File: src/rtl/ovf_ien_pkg.sv
package ovf_ien_pkg;
  localparam int REG_W   = 64;
  localparam int CYC_BIT = 31;
  localparam int FIX_BIT = 32;

  // Which register bits hold a real enable for a given build.
  function automatic logic [REG_W-1:0] impl_mask(input int num_evt, input bit has_fixed);
    logic [REG_W-1:0] m;
    m = '0;
    for (int i = 0; i < REG_W; i++) begin
      if (i < num_evt && i < CYC_BIT) m[i] = 1'b1;
      if (i == CYC_BIT) m[i] = 1'b1;
      if (i == FIX_BIT && has_fixed) m[i] = 1'b1;
    end
    return m;
  endfunction

  // Single-bit next state: set has priority over clear.
  function automatic logic bit_next(input logic cur, input logic set, input logic clr);
    return set | (cur & ~clr);
  endfunction

  // Gated overflow reduction.
  function automatic logic any_gated(input logic [REG_W-1:0] en, input logic [REG_W-1:0] ovf);
    return |(en & ovf);
  endfunction
endpackage

File: src/rtl/ien_write_decode.sv
module ien_write_decode
  import ovf_ien_pkg::*;
#(
  parameter logic [REG_W-1:0] MASK = '1
) (
  input  logic             wr_en,
  input  logic [REG_W-1:0] wr_data,
  input  logic             clr_en,
  input  logic [REG_W-1:0] clr_mask,
  output logic [REG_W-1:0] set_vec,
  output logic [REG_W-1:0] clr_vec
);
  // Strobes qualify the masks; reserved positions never see a set.
  always_comb begin
    set_vec = wr_en  ? (wr_data  & MASK) : '0;
    clr_vec = clr_en ? (clr_mask & MASK) : '0;
  end
endmodule

File: src/rtl/ien_bit_cell.sv
module ien_bit_cell
  import ovf_ien_pkg::*;
#(
  parameter bit IMPL = 1'b1
) (
  input  logic clk,
  input  logic rst_n,
  input  logic set_i,
  input  logic clr_i,
  output logic q_o
);
  logic q_next;

  always_comb q_next = IMPL ? bit_next(q_o, set_i, clr_i) : 1'b0;

  always_ff @(posedge clk) begin
    if (!rst_n) q_o <= 1'b0;
    else        q_o <= q_next;
  end

  p_set_takes_r2: assert property (@(posedge clk) disable iff (!rst_n)
    (set_i && IMPL) |=> q_o);
  p_set_beats_clr_r7: assert property (@(posedge clk) disable iff (!rst_n)
    (set_i && clr_i && IMPL) |=> q_o);
  p_zero_holds_r3: assert property (@(posedge clk) disable iff (!rst_n)
    (!set_i && !clr_i) |=> $stable(q_o));
  p_clr_takes_r6: assert property (@(posedge clk) disable iff (!rst_n)
    (clr_i && !set_i) |=> !q_o);
  p_rsv_zero_r5: assert property (@(posedge clk) disable iff (!rst_n)
    !IMPL |=> !q_o);
endmodule

File: src/rtl/ien_irq_reduce.sv
module ien_irq_reduce
  import ovf_ien_pkg::*;
(
  input  logic             clk,
  input  logic             rst_n,
  input  logic [REG_W-1:0] en_i,
  input  logic [REG_W-1:0] ovf_i,
  output logic             irq_o
);
  logic gated_any;

  always_comb gated_any = any_gated(en_i, ovf_i);

  always_ff @(posedge clk) begin
    if (!rst_n) irq_o <= 1'b0;
    else        irq_o <= gated_any;
  end

  p_irq_rise_r8: assert property (@(posedge clk) disable iff (!rst_n)
    (|(en_i & ovf_i)) |=> irq_o);
  p_irq_quiet_r8: assert property (@(posedge clk) disable iff (!rst_n)
    !(|(en_i & ovf_i)) |=> !irq_o);
endmodule

File: src/rtl/ovf_irq_enable_reg.sv
module ovf_irq_enable_reg
  import ovf_ien_pkg::*;
#(
  parameter int NUM_EVT   = 31,
  parameter bit HAS_FIXED = 1'b1
) (
  input  logic             clk,
  input  logic             rst_n,
  input  logic             wr_en,
  input  logic [REG_W-1:0] wr_data,
  input  logic             clr_en,
  input  logic [REG_W-1:0] clr_mask,
  input  logic [REG_W-1:0] ovf_i,
  output logic [REG_W-1:0] rd_data,
  output logic             irq_o
);
  localparam logic [REG_W-1:0] MASK = impl_mask(NUM_EVT, HAS_FIXED);

  // Named internal events for checking.
  logic [REG_W-1:0] set_vec;
  logic [REG_W-1:0] clr_vec;
  logic [REG_W-1:0] en_q;

  ien_write_decode #(.MASK(MASK)) u_dec (
    .wr_en    (wr_en),
    .wr_data  (wr_data),
    .clr_en   (clr_en),
    .clr_mask (clr_mask),
    .set_vec  (set_vec),
    .clr_vec  (clr_vec)
  );

  for (genvar i = 0; i < REG_W; i++) begin : g_bit
    ien_bit_cell #(.IMPL(MASK[i])) u_cell (
      .clk   (clk),
      .rst_n (rst_n),
      .set_i (set_vec[i]),
      .clr_i (clr_vec[i]),
      .q_o   (en_q[i])
    );
  end

  ien_irq_reduce u_irq (
    .clk   (clk),
    .rst_n (rst_n),
    .en_i  (en_q),
    .ovf_i (ovf_i),
    .irq_o (irq_o)
  );

  always_comb rd_data = en_q;

  p_write_port_r10: assert property (@(posedge clk) disable iff (!rst_n)
    (wr_en || clr_en) |=> (rd_data == ((($past(rd_data) & ~$past(clr_en ? clr_mask : '0))
                                       | $past(wr_en ? wr_data : '0)) & MASK)));
  p_idle_r3: assert property (@(posedge clk) disable iff (!rst_n)
    (!wr_en && !clr_en) |=> $stable(rd_data));
endmodule

File: config.mk
export PLATFORM = sky130hd
export DESIGN_NAME = ovf_irq_enable_reg
export DESIGN_NICKNAME = d
export VERILOG_FILES = /design/src/rtl/ovf_ien_pkg.sv /design/src/rtl/ien_write_decode.sv /design/src/rtl/ien_bit_cell.sv /design/src/rtl/ien_irq_reduce.sv /design/src/rtl/ovf_irq_enable_reg.sv
export SDC_FILE = /design/constraint.sdc
export NUM_CORES = 1
export LEC_CHECK = 0
export ABC_CLOCK_PERIOD_IN_PS = 1900
export BUFFER_PORTS_ARGS = -buffer_cell sky130_fd_sc_hd__buf_2
export CAP_MARGIN = 5
export CORE_AREA = 3 3 101 103
export CTS_CLUSTER_DIAMETER = 80
export DETAILED_ROUTE_END_ITERATION = 12
export DIE_AREA = 0 0 104 106
export HOLD_SLACK_MARGIN = 0.03
export PLACE_DENSITY = 0.56
export SYNTH_ARGS = -nofsm -noshare
export SYNTH_HDL_FRONTEND = slang
export SYNTH_SLANG_ARGS = --single-unit
File: constraint.sdc
create_clock -name clk -period 1.9 [get_ports clk]
set_input_delay 0.19 -clock clk [delete_from_list [all_inputs] [get_ports clk]]
set_output_delay 0.19 -clock clk [all_outputs]
set_load 0.005 [all_outputs]
==> results of run 1 <==
==> cell families after synthesis <==
group           Yosys count  synth area share, %
compound gates           50                19.54
buf+inv                  75                27.14
flops                    34                34.74
other cells               1               0.1914
simple gates             71                18.39
==> final timing paths <==
check	to	depth (start not counted)
max	u_irq.irq_o	4
min	g_bit[0].u_cell.q_o	3
max reg2reg	u_irq.irq_o	4
min reg2reg	g_bit[10].u_cell.q_o	2
==> through the flow <==
stage	cell area (um2)	std cells	worst slack (ps)	power [uW]	hold slack, ps
after global routing	2500	460	462.8	1882	178.1
after detailed placement	2390	452	530.3	1148	473.8
after global placement	2390	452	546.8	1142	464.7
final	2500	460	573.2	1774	173.5
after CTS	2500	460	515.8	1817	166.4
after floorplan	2072	261	877.3	1056	318.2
==> per-layer routing <==
metal | up-vias | routed length (um) | global-route usage [%]
met5 | - | 0 | 0
met4 | 0 | 69 | 2.849
met3 | 5 | 574 | 3.947
met2 | 109 | 2888 | 18.25
met1 | 816 | 2720 | 13.13
li1 | 898 | - | -
==> where the power goes <==
group | internal [uW] | switching, uW | total, uW
Clock | 367 | 282 | 649
Combinational | 175 | 154 | 329
Sequential | 758 | 37.8 | 796
Total | 1300 | 474 | 1770
==> flip-flops by register name (all words and copies together), names as in the netlist <==
register and cells:
u_irq.irq_o 1, g_bit.u_cell.q_o 33
==> cells in the final DEF (no fill, tap or decap) <==
master / count
a21boi_1: 1
buf_2: 136
nor2b_1: 33
nand3_1: 1
conb_1: 31
a22oi_2: 1
nand2_1: 33
nand4_1: 3
clkbuf_8: 8
buf_4: 1
a22oi_1: 47
nor4_1: 1
dfxtp_1: 34
a222oi_1: 1
==> worst register-to-register path, cell delays in order (launching register included) <==
cell      delay, ps
dfxtp_1         320
a22oi_1         290
nand4_1         190
nor4_1          300
a21boi_1        100
==> cell usage after synthesis, drive strengths merged <==
cell type,count,area share (%)
a21boi,1,0.38
a222oi,1,0.51
a22oi,48,19
buf,72,27
clkbuf,3,0.57
conb,1,0.19
dfxtp,34,35
nand2,33,6.3
nand3,1,0.26
nand4,3,0.96
nor2b,33,11
nor4,1,0.32
==> cell type report <==
class | count | area (um2)
Sequential cell | 34 | 680.7
Fill cell | 1055 | 6784
Clock buffer | 8 | 110.1
Multi-Input combinational cell | 152 | 859.6
Timing Repair Buffer | 137 | 688.2
Tap cell | 129 | 161.4
==> impl_results.md, run 1 <==
- Result of the run: completed
- Global routing usage summed across all routing layers: 10.85%
- Number of global-route vias before repair: 1779
- Max Clock Skew: 5.080 ps
- Area added between synthesis and finish: 27.59%
- Count of hold buffers inserted by post-cts repair: 0
- Setup repair after global routing missed its margin: no
- Count of port buffers added during placement: 136
- Routed wire per std cell: 13.59 um
- Highest Clock Rate: 753.7 MHz
- Largest stage delay, worst path: 320 ps
- Setup Buffers After CTS: 0
- Skew-Pair Late Insertion Delay: 290 ps
- Final net count: 526
- Final global-route overflow total: 0
- Minimum clock period: 1327 ps
- Setup total negative slack: 0 ps
- Crit path from: g_bit[10].u_cell.q_o
- Global-route wire length before repair: 9356 um
- Final standard cell utilization of the core: 26.93%
- Mean instance size in the synthesized netlist: 8.482 um2
- Arrival time of data at the critical path endpoint: 1490 ps
- Startpoint of the most critical register-to-register path: g_bit[10].u_cell.q_o
- CTS root buffer: clkbuf_8
- Antenna cells: 0
- CP delay by family, top: simple AND/OR/NAND/NOR gates
- Core area: 9284 um2
- Worst voltage drop across the vdd grid: 0.0002245 V
- Iter 0 DRT Violations: 41
- Average vias per placed instance: 3.974
- Die Y: 106 um
- Total clock sinks: 34
- Transition time at the pin with the least slew margin: 705.4 ps
- Cell count after synthesis: 231
- Sequential fraction of the synthesis area: 34.74%
- Period utilization: 69.83%
- Largest net degree at the start of global routing: 35
- Wirelength, routed: 6253 um
- Fraction of layout instances using a drive strength above 1: 44.11%
- Cell Pwr Density: 709.6 nW/um2
- Combined buffer and inverter count along the critical path: 0
- Warnings from Yosys: 0
- ANT nets after route: 0
- Worst-path cell chain: a22oi_1, nand4_1, nor4_1, a21boi_1
- Die Wd: 104 um
- DP HPWL: 4793 um
- H-tree depth: 2
- Pins Over Slew Limit: 0
- Critical setup path kind: register to register
- Required time of the critical path: 2060 ps
- Register bit count reported by yosys: 34
- Clock buffers created by TritonCTS: 5
- Final hold violation count: 0
- Effective utilization at floorplan: 21.11%
- Worst hold path startpoint: wr_data[0]
- CP startpoint kind: register
- Worst Setup End Kind: register
- Critical-path maximum fanout: 3
- Die Footprint: 11020 um2
- Number of remaining DRC errors: 0
- Register-to-register setup slack: 570 ps
- Post-CTS resize count: 0
- Final setup violating endpoints: 0
- Router iterations before antenna repair: 4
- Max cap viols: 0
- GP Congestion: 0.6946
- Worst min-delay path class: input pin to register
- Io pins: 261
- Leakage power total: 0.001257 uW
- Number of antenna violations at the first check in global routing: 0
- Cell Area, Synth: 1959 um2
- CTS tree: built
- Reg clk slew, reported paths: 80 ps
- Via count: 1828
- Slowest stage cell on the critical path: dfxtp_1
- Number of library cell types mapped by synthesis: 14
- Worst relative slew slack: 52.98%
- Site Rows: 35
- Deepest clock path buffer count: 2
Note: power is estimated with default switching activity, not from simulation.
==> run 2: changes to the inputs <==
Settings changed: ABC_CLOCK_PERIOD_IN_PS 1900 to 1290.
Clock period 1.9 ns to 1.29 ns, I/O delays scaled along.
==> impl_results.md, run 2 (synthesis results as in run 1) <==
- Highest Clock Rate: 808.5 MHz (+7.3%)
- Leakage power total: 0.001304 uW (+3.8%)
- Worst setup slack after layout: 53.16 ps (-520.0 ps)
- Leading cell type in the layout, fill and taps excluded: buf_2
- Biggest register: g_bit.u_cell.q_o
- Period utilization: 95.88% (+26 points)
- Largest registers: g_bit.u_cell.q_o (33), u_irq.irq_o (1)
- Average vias per placed instance: 4.021 (+1.2%)
- CTS root buffer: clkbuf_8
- H-tree depth: 2 (unchanged)
- Fraction of layout instances using a drive strength above 1: 49.12% (+5.0 points)
- Cell Pwr Density: 972.7 nW/um2 (+37%)
- Number of antenna violations at the first check in global routing: 1 (+1)
- Worst voltage drop across the vdd grid: 0.0003461 V (+54%)
- Worst relative slew slack: 53.53% (+0.55 points)
- Routed wire per std cell: 13.26 um (-2.5%)
- Wirelength, routed: 6217 um (-0.58%)
- CP startpoint kind: register
- Die Footprint: 11020 um2 (unchanged)
- Final setup violating endpoints: 0 (unchanged)
- Die Y: 106 um (unchanged)
- Final global-route overflow total: 0 (unchanged)
- Number of remaining DRC errors: 0 (unchanged)
- GP Congestion: 0.7100 (+2.2%)
- Clock buffers created by TritonCTS: 5 (unchanged)
- DP HPWL: 4866 um (+1.5%)
- Antenna cells: 0 (unchanged)
- Total clock sinks: 34 (unchanged)
- Global-route wire length before repair: 9404 um (+0.51%)
- Register-to-register setup slack: 50 ps (-520 ps)
- Setup repair after global routing missed its margin: yes
- Result of the run: completed
- Area added between synthesis and finish: 33.27%
- Worst min-delay path class: input pin to register
- Largest stage delay, worst path: 330 ps (about the same)
- Final standard cell utilization of the core: 28.13% (+1.2 points)
- Worst Setup End Kind: register
- Critical-path maximum fanout: 2 (-1)
- Count of port buffers added during placement: 136 (unchanged)
- Final net count: 535 (+1.7%)
- Critical setup path kind: register to register
- Max reg flops: 33 (unchanged)
- Worst-path cell chain: a22oi_1, nand4_1, nor4_2, a21boi_1
- Io pins: 261 (unchanged)
- CTS tree: built
- Transition time at the pin with the least slew margin: 697.1 ps (-8.266 ps)
- DP Cell Count: 461 (+2.0%)
- ANT nets after route: 0 (unchanged)
- Die Wd: 104 um (unchanged)
- Required time of the critical path: 1460 ps (-600 ps)
- Skew-Pair Late Insertion Delay: 290 ps (about the same)
- Largest net degree at the start of global routing: 35 (unchanged)
- Slowest stage cell on the critical path: dfxtp_1
- Reg clk slew, reported paths: 80 ps (about the same)
- Max cap viols: 0 (unchanged)
- Router iterations before antenna repair: 4 (unchanged)
- Arrival time of data at the critical path endpoint: 1410 ps (-80 ps)
- Iter 0 DRT Violations: 51 (+24%)
- Deepest clock path buffer count: 2 (unchanged)
- Max Clock Skew: 12.73 ps (+7.654 ps)
- Minimum clock period: 1237 ps (-89.98 ps)
- Final Instance Count excl. Fillers: 469 (+2.0%)
- Core area: 9284 um2 (unchanged)
- Effective utilization at floorplan: 21.11% (unchanged)
- Site Rows: 35 (unchanged)
- Count of filler cells inserted in the layout: 1028 (-2.6%)
- Minimum setup slack after placement: -75.30 ps (-605.6 ps)
- Setup total negative slack: 0 ps (unchanged)
- Final hold violation count: 0 (unchanged)
- Global routing usage summed across all routing layers: 10.77% (-0.086 points)
- Most used cells in the layout excluding fill and tap cells: buf_2 (136), a22oi_1 (40), nand2_1 (33), nor2b_1 (33), conb_1 (31)
- Pins Over Slew Limit: 0 (unchanged)
- Number of global-route vias before repair: 1842 (+3.5%)
- Via count: 1886 (+3.2%)
- Final-layout worst hold slack: 112.2 ps (-61.23 ps)
==> run 2: changes by cell type in the layout (fill, tap and decap cells not counted), sizes merged <==
cell / previous run / this run
clkbuf: 8 / 7
buf: 137 / 146
clkinv: 0 / 1
==> run 2: final timing paths <==
check / start / to / cells after the start
worst max-delay path: g_bit[4].u_cell.q_o / u_irq.irq_o / 4
worst min-delay path: wr_data[9] / g_bit[9].u_cell.q_o / 3
worst max register to register: g_bit[4].u_cell.q_o / u_irq.irq_o / 4
worst min register to register: g_bit[27].u_cell.q_o / g_bit[27].u_cell.q_o / 2
==> run 2: repair_timing <==
item / CTS / global route
cloned: 0 / 0
hold buffers: 0 / 0
resized for setup: 3 / 11
endpoints found under the setup margin: 1 / 1
buffers inserted: 0 / 0
pin swaps: 3 / 5
==> run 2: per-layer routing <==
| metal | track usage, % | wire, um | vias to the layer above |
|---|---|---|---|
| met2 | 17.60 | 2895 | 107 |
| li1 | - | - | 918 |
| met3 | 3.947 | 550 | 4 |
| met5 | 0 | 20 | - |
| met4 | 2.849 | 36 | 2 |
| met1 | 13.39 | 2715 | 855 |
==> run 2: layout make-up <==
class                           instances  area [um2]  share of cell area [%]
Timing Repair Buffer                  146       768.2                   29.42
Clock buffer                            7       86.33                   3.306
Multi-Input combinational cell        152       900.9                   34.50
Clock inverter                          1       5.005                  0.1917
Sequential cell                        34       689.4                   26.40
Tap cell                              129       161.4                   6.181
==> run 2: power by group <==
part           leakage, uW  switching, uW  internal [uW]
sequential        0.000283           55.9           1120
combinational     0.000973            243            289
clock            0.0000482            403            431
==> run 2: critical path: cells and delay by family, from the launching register on <==
kind               cells  cell delay, ps
AOI/OAI and AO/OA      2             260
DFF                    1             330
and+or+nand+nor        2             530
==> run 2: stage by stage <==
| step | area (um2) | power [uW] |
|---|---|---|
| 5_1_grt | 2611 | 2701 |
| 4_1_cts | 2577 | 2585 |
| 2_1_floorplan | 2072 | 1555 |
| 3_5_place_dp | 2470 | 1719 |
| 6_report | 2611 | 2540 |
| 3_3_place_gp | 2470 | 1711 |
==> run 3: changes to the inputs <==
Settings changed: ABC_AREA set to 1, CORE_AREA 3 3 101 103 to 3 3 99 101, DIE_AREA 0 0 104 106 to 0 0 102 104, PLACE_DENSITY 0.56 to 0.62.
==> impl_results.md, run 3 <==
- Sequential fraction of the synthesis area: 29.12% (-5.6 points)
- Largest stage delay, worst path: 330 ps (about the same)
- Cell count after synthesis: 307 (+33%)
- Setup repair after global routing missed its margin: no
- Setup Buffers After CTS: 0 (unchanged)
- Number of global-route vias before repair: 1914 (+3.9%)
- Setup total negative slack: 0 ps (unchanged)
- Pins Over Slew Limit: 0 (unchanged)
- Deepest clock path buffer count: 2 (unchanged)
- Worst min-delay path class: input pin to register
- Register bit count reported by yosys: 34 (unchanged)
- Number of library cell types mapped by synthesis: 15 (+1)
- Site Rows: 35 (unchanged)
- Commonest cells in the netlist: nand2_1 (87), buf_4 (69), nand2_2 (59)
- Most used cell along the critical path: nand2_1
- Cell Pwr Density: 916.2 nW/um2 (-5.8%)
- Largest registers: g_bit.u_cell.q_o (33), u_irq.irq_o (1)
- DP Cell Count: 512 (+11%)
- Routed wire per std cell: 10.91 um (-18%)
- Instance area at placement: 2730 um2 (+11%)
- Max cap viols: 0 (unchanged)
- Result of the run: completed
- Critical setup path kind: register to register
- Average vias per placed instance: 3.975 (-1.2%)
- Reg clk slew, reported paths: 70 ps (about the same)
- Synthesized-area fraction occupied by and/or/nand/nor cells: 32.49% (+14 points)
- Leading cell type in the layout, fill and taps excluded: buf_2
- Via count: 2067 (+9.6%)
- Compound-Gate Fraction of Synth Area: 12.10% (-7.4 points)
- Global routing usage summed across all routing layers: 10.16% (-0.61 points)
- Worst-path cell chain: nand2_1, nand2_1, nor2_1, nand2_1, nor2_1, a21oi_1
- GP Congestion: 0.7187 (+1.2%)
- Post-synthesis share of cell area spent on full adders, half adders and majority gates: 0% (unchanged)
- Final Instance Count excl. Fillers: 520 (+11%)
- Wirelength, routed: 5673 um (-8.8%)
- Cell accounting for the most synthesized area: dfxtp_1
- Global-route wire length before repair: 8535 um (-9.2%)
- Router iterations before antenna repair: 4 (unchanged)
- Die Y: 104 um (-1.9%)
- Xor-xnor portion of the synthesized cell area: 0% (unchanged)
- Fraction of layout instances using a drive strength above 1: 57.95% (+8.8 points)
- Warnings from Yosys: 0 (unchanged)
- Final-layout worst hold slack: 91.71 ps (-20.52 ps)
- Clock buffers created by TritonCTS: 5 (unchanged)
- Mux share of post-synthesis cell area: 0% (unchanged)
- Total clock sinks: 34 (unchanged)
- Cells taking the most area after synthesis: dfxtp_1 (29%), buf_4 (22%), nand2_2 (16%), nand2_1 (14%), a21oi_2 (11%)
- Iter 0 DRT Violations: 27 (-47%)
- Skew-Pair Late Insertion Delay: 280 ps (about the same)
- Number of cell instances on the worst register-to-register path: 6 (+2)
- ANT nets after route: 0 (unchanged)
- Largest family of logic cells by synthesized area: simple AND/OR/NAND/NOR gates
- Count of filler cells inserted in the layout: 1017 (-1.1%)
- CP startpoint kind: register
- Most used cells in the layout excluding fill and tap cells: buf_2 (136), nand2_1 (87), nand2_2 (59)
- Cell Area, Synth: 2337 um2 (+19%)
- Final hold violation count: 0 (unchanged)
- Max reg flops: 33 (unchanged)
- Core area: 9109 um2 (-1.9%)
- Combined buffer and inverter count along the critical path: 0 (unchanged)
- Leading cell type by number of instances after synthesis: nand2_1
- Period utilization: 73.91% (-22 points)
- Number of remaining DRC errors: 0 (unchanged)
- H-tree depth: 2 (unchanged)
- Required time of the critical path: 1450 ps (about the same)
- Crit. path cell count: 6 (+2)
- Largest net degree at the start of global routing: 35 (unchanged)
- Minimum clock period: 953.5 ps (-283.4 ps)
- Critical-path maximum fanout: 3 (+1)
- Top-area cell type share of the netlist area: 29.12% (-5.6 points)
- Proportion of synthesized flip-flops having asynchronous set or reset: 0% (unchanged)
- Dominant register cell in the synthesized netlist: dfxtp_1
- Post-CTS resize count: 0 (-3)
- Slowest stage cell on the critical path: dfxtp_1
- Final setup violating endpoints: 0 (unchanged)
- Biggest register: g_bit.u_cell.q_o
- DP HPWL: 4482 um (-7.9%)
- Mean instance size in the synthesized netlist: 7.613 um2 (-10%)
- Antenna cells: 0 (unchanged)
- Count of port buffers added during placement: 136 (unchanged)
- Number of antenna violations at the first check in global routing: 0 (-1)
- Io pins: 261 (unchanged)
- Highest Clock Rate: 1049 MHz (+30%)
- Worst Setup End Kind: register
- Effective utilization at floorplan: 25.66% (+4.6 points)
- Worst voltage drop across the vdd grid: 0.0002995 V (-13%)
- Die Footprint: 10610 um2 (-3.8%)
- CTS tree: built
- WHS Path Cells: 3 (unchanged)
- Area added between synthesis and finish: 20.72%
- Die Wd: 102 um (-1.9%)
- Final global-route overflow total: 0 (unchanged)
- Leakage power total: 0.001462 uW (+12%)
- Count of hold buffers inserted by post-cts repair: 0 (unchanged)
- Arrival time of data at the critical path endpoint: 1120 ps (-290 ps)
- Final cell area excluding filler cells: 2821 um2 (+8.1%)
- Max Clock Skew: 6.054 ps (-6.679 ps)
- Final net count: 604 (+13%)
- Count of flip-flops with a built-in enable after synthesis: 0 (unchanged)
- CP delay by family, top: simple AND/OR/NAND/NOR gates
- CTS root buffer: clkbuf_8
## run 3: per-layer routing
layer | up-vias | global-route usage (%) | routed length, um
met5 | - | 0 | 0
met4 | 0 | 2.530 | 57
met3 | 7 | 2.683 | 487
met2 | 101 | 17.73 | 2770
met1 | 906 | 12.18 | 2358
li1 | 1053 | - | -
## run 3: layout make-up
class                           instances  area [um2]  area share, %
Clock buffer                            7       86.33          3.060
Clock inverter                          1       5.005         0.1774
Inverter                                3       11.26         0.3991
Multi-Input combinational cell        225        1159          41.06
Sequential cell                        34       680.7          24.12
Tap cell                              111       138.9          4.922
Timing Repair Buffer                  139       740.7          26.25
## run 3: path summary, 6_finish.rpt
kind	from	endpoint	slack, ps
worst min register to register	g_bit[25].u_cell.q_o	g_bit[25].u_cell.q_o	470
worst max register to register	g_bit[16].u_cell.q_o	u_irq.irq_o	340
worst max-delay path	g_bit[16].u_cell.q_o	u_irq.irq_o	340
worst min-delay path	wr_data[25]	g_bit[25].u_cell.q_o	90
## run 3: cells by family after synthesis
kind of cell	after synthesis
flops	34
other cells	1
simple gates	160
compound gates	34
buf+inv	78
## run 3: tightest hold or removal path, cell delays in order
cell and delay [ps]:
buf_2 100, nand2_1 50, a21oi_1 50
## run 3: metrics by stage
stage | total power [uW] | setup WS (ps) | util [%]
after floorplan | 1669 | 477.9 | -
after global placement | 1786 | 292.7 | 29.97
after detailed placement | 1793 | 285.4 | 29.97
after CTS | 2676 | 278.7 | 30.98
after global routing | 2783 | 184.0 | 30.98
final | 2585 | 336.5 | 30.98
## run 3: report_power, final
part           switching (uW)  internal (uW)
registers                57.0           1120
clock network             398            431
logic                     297            285
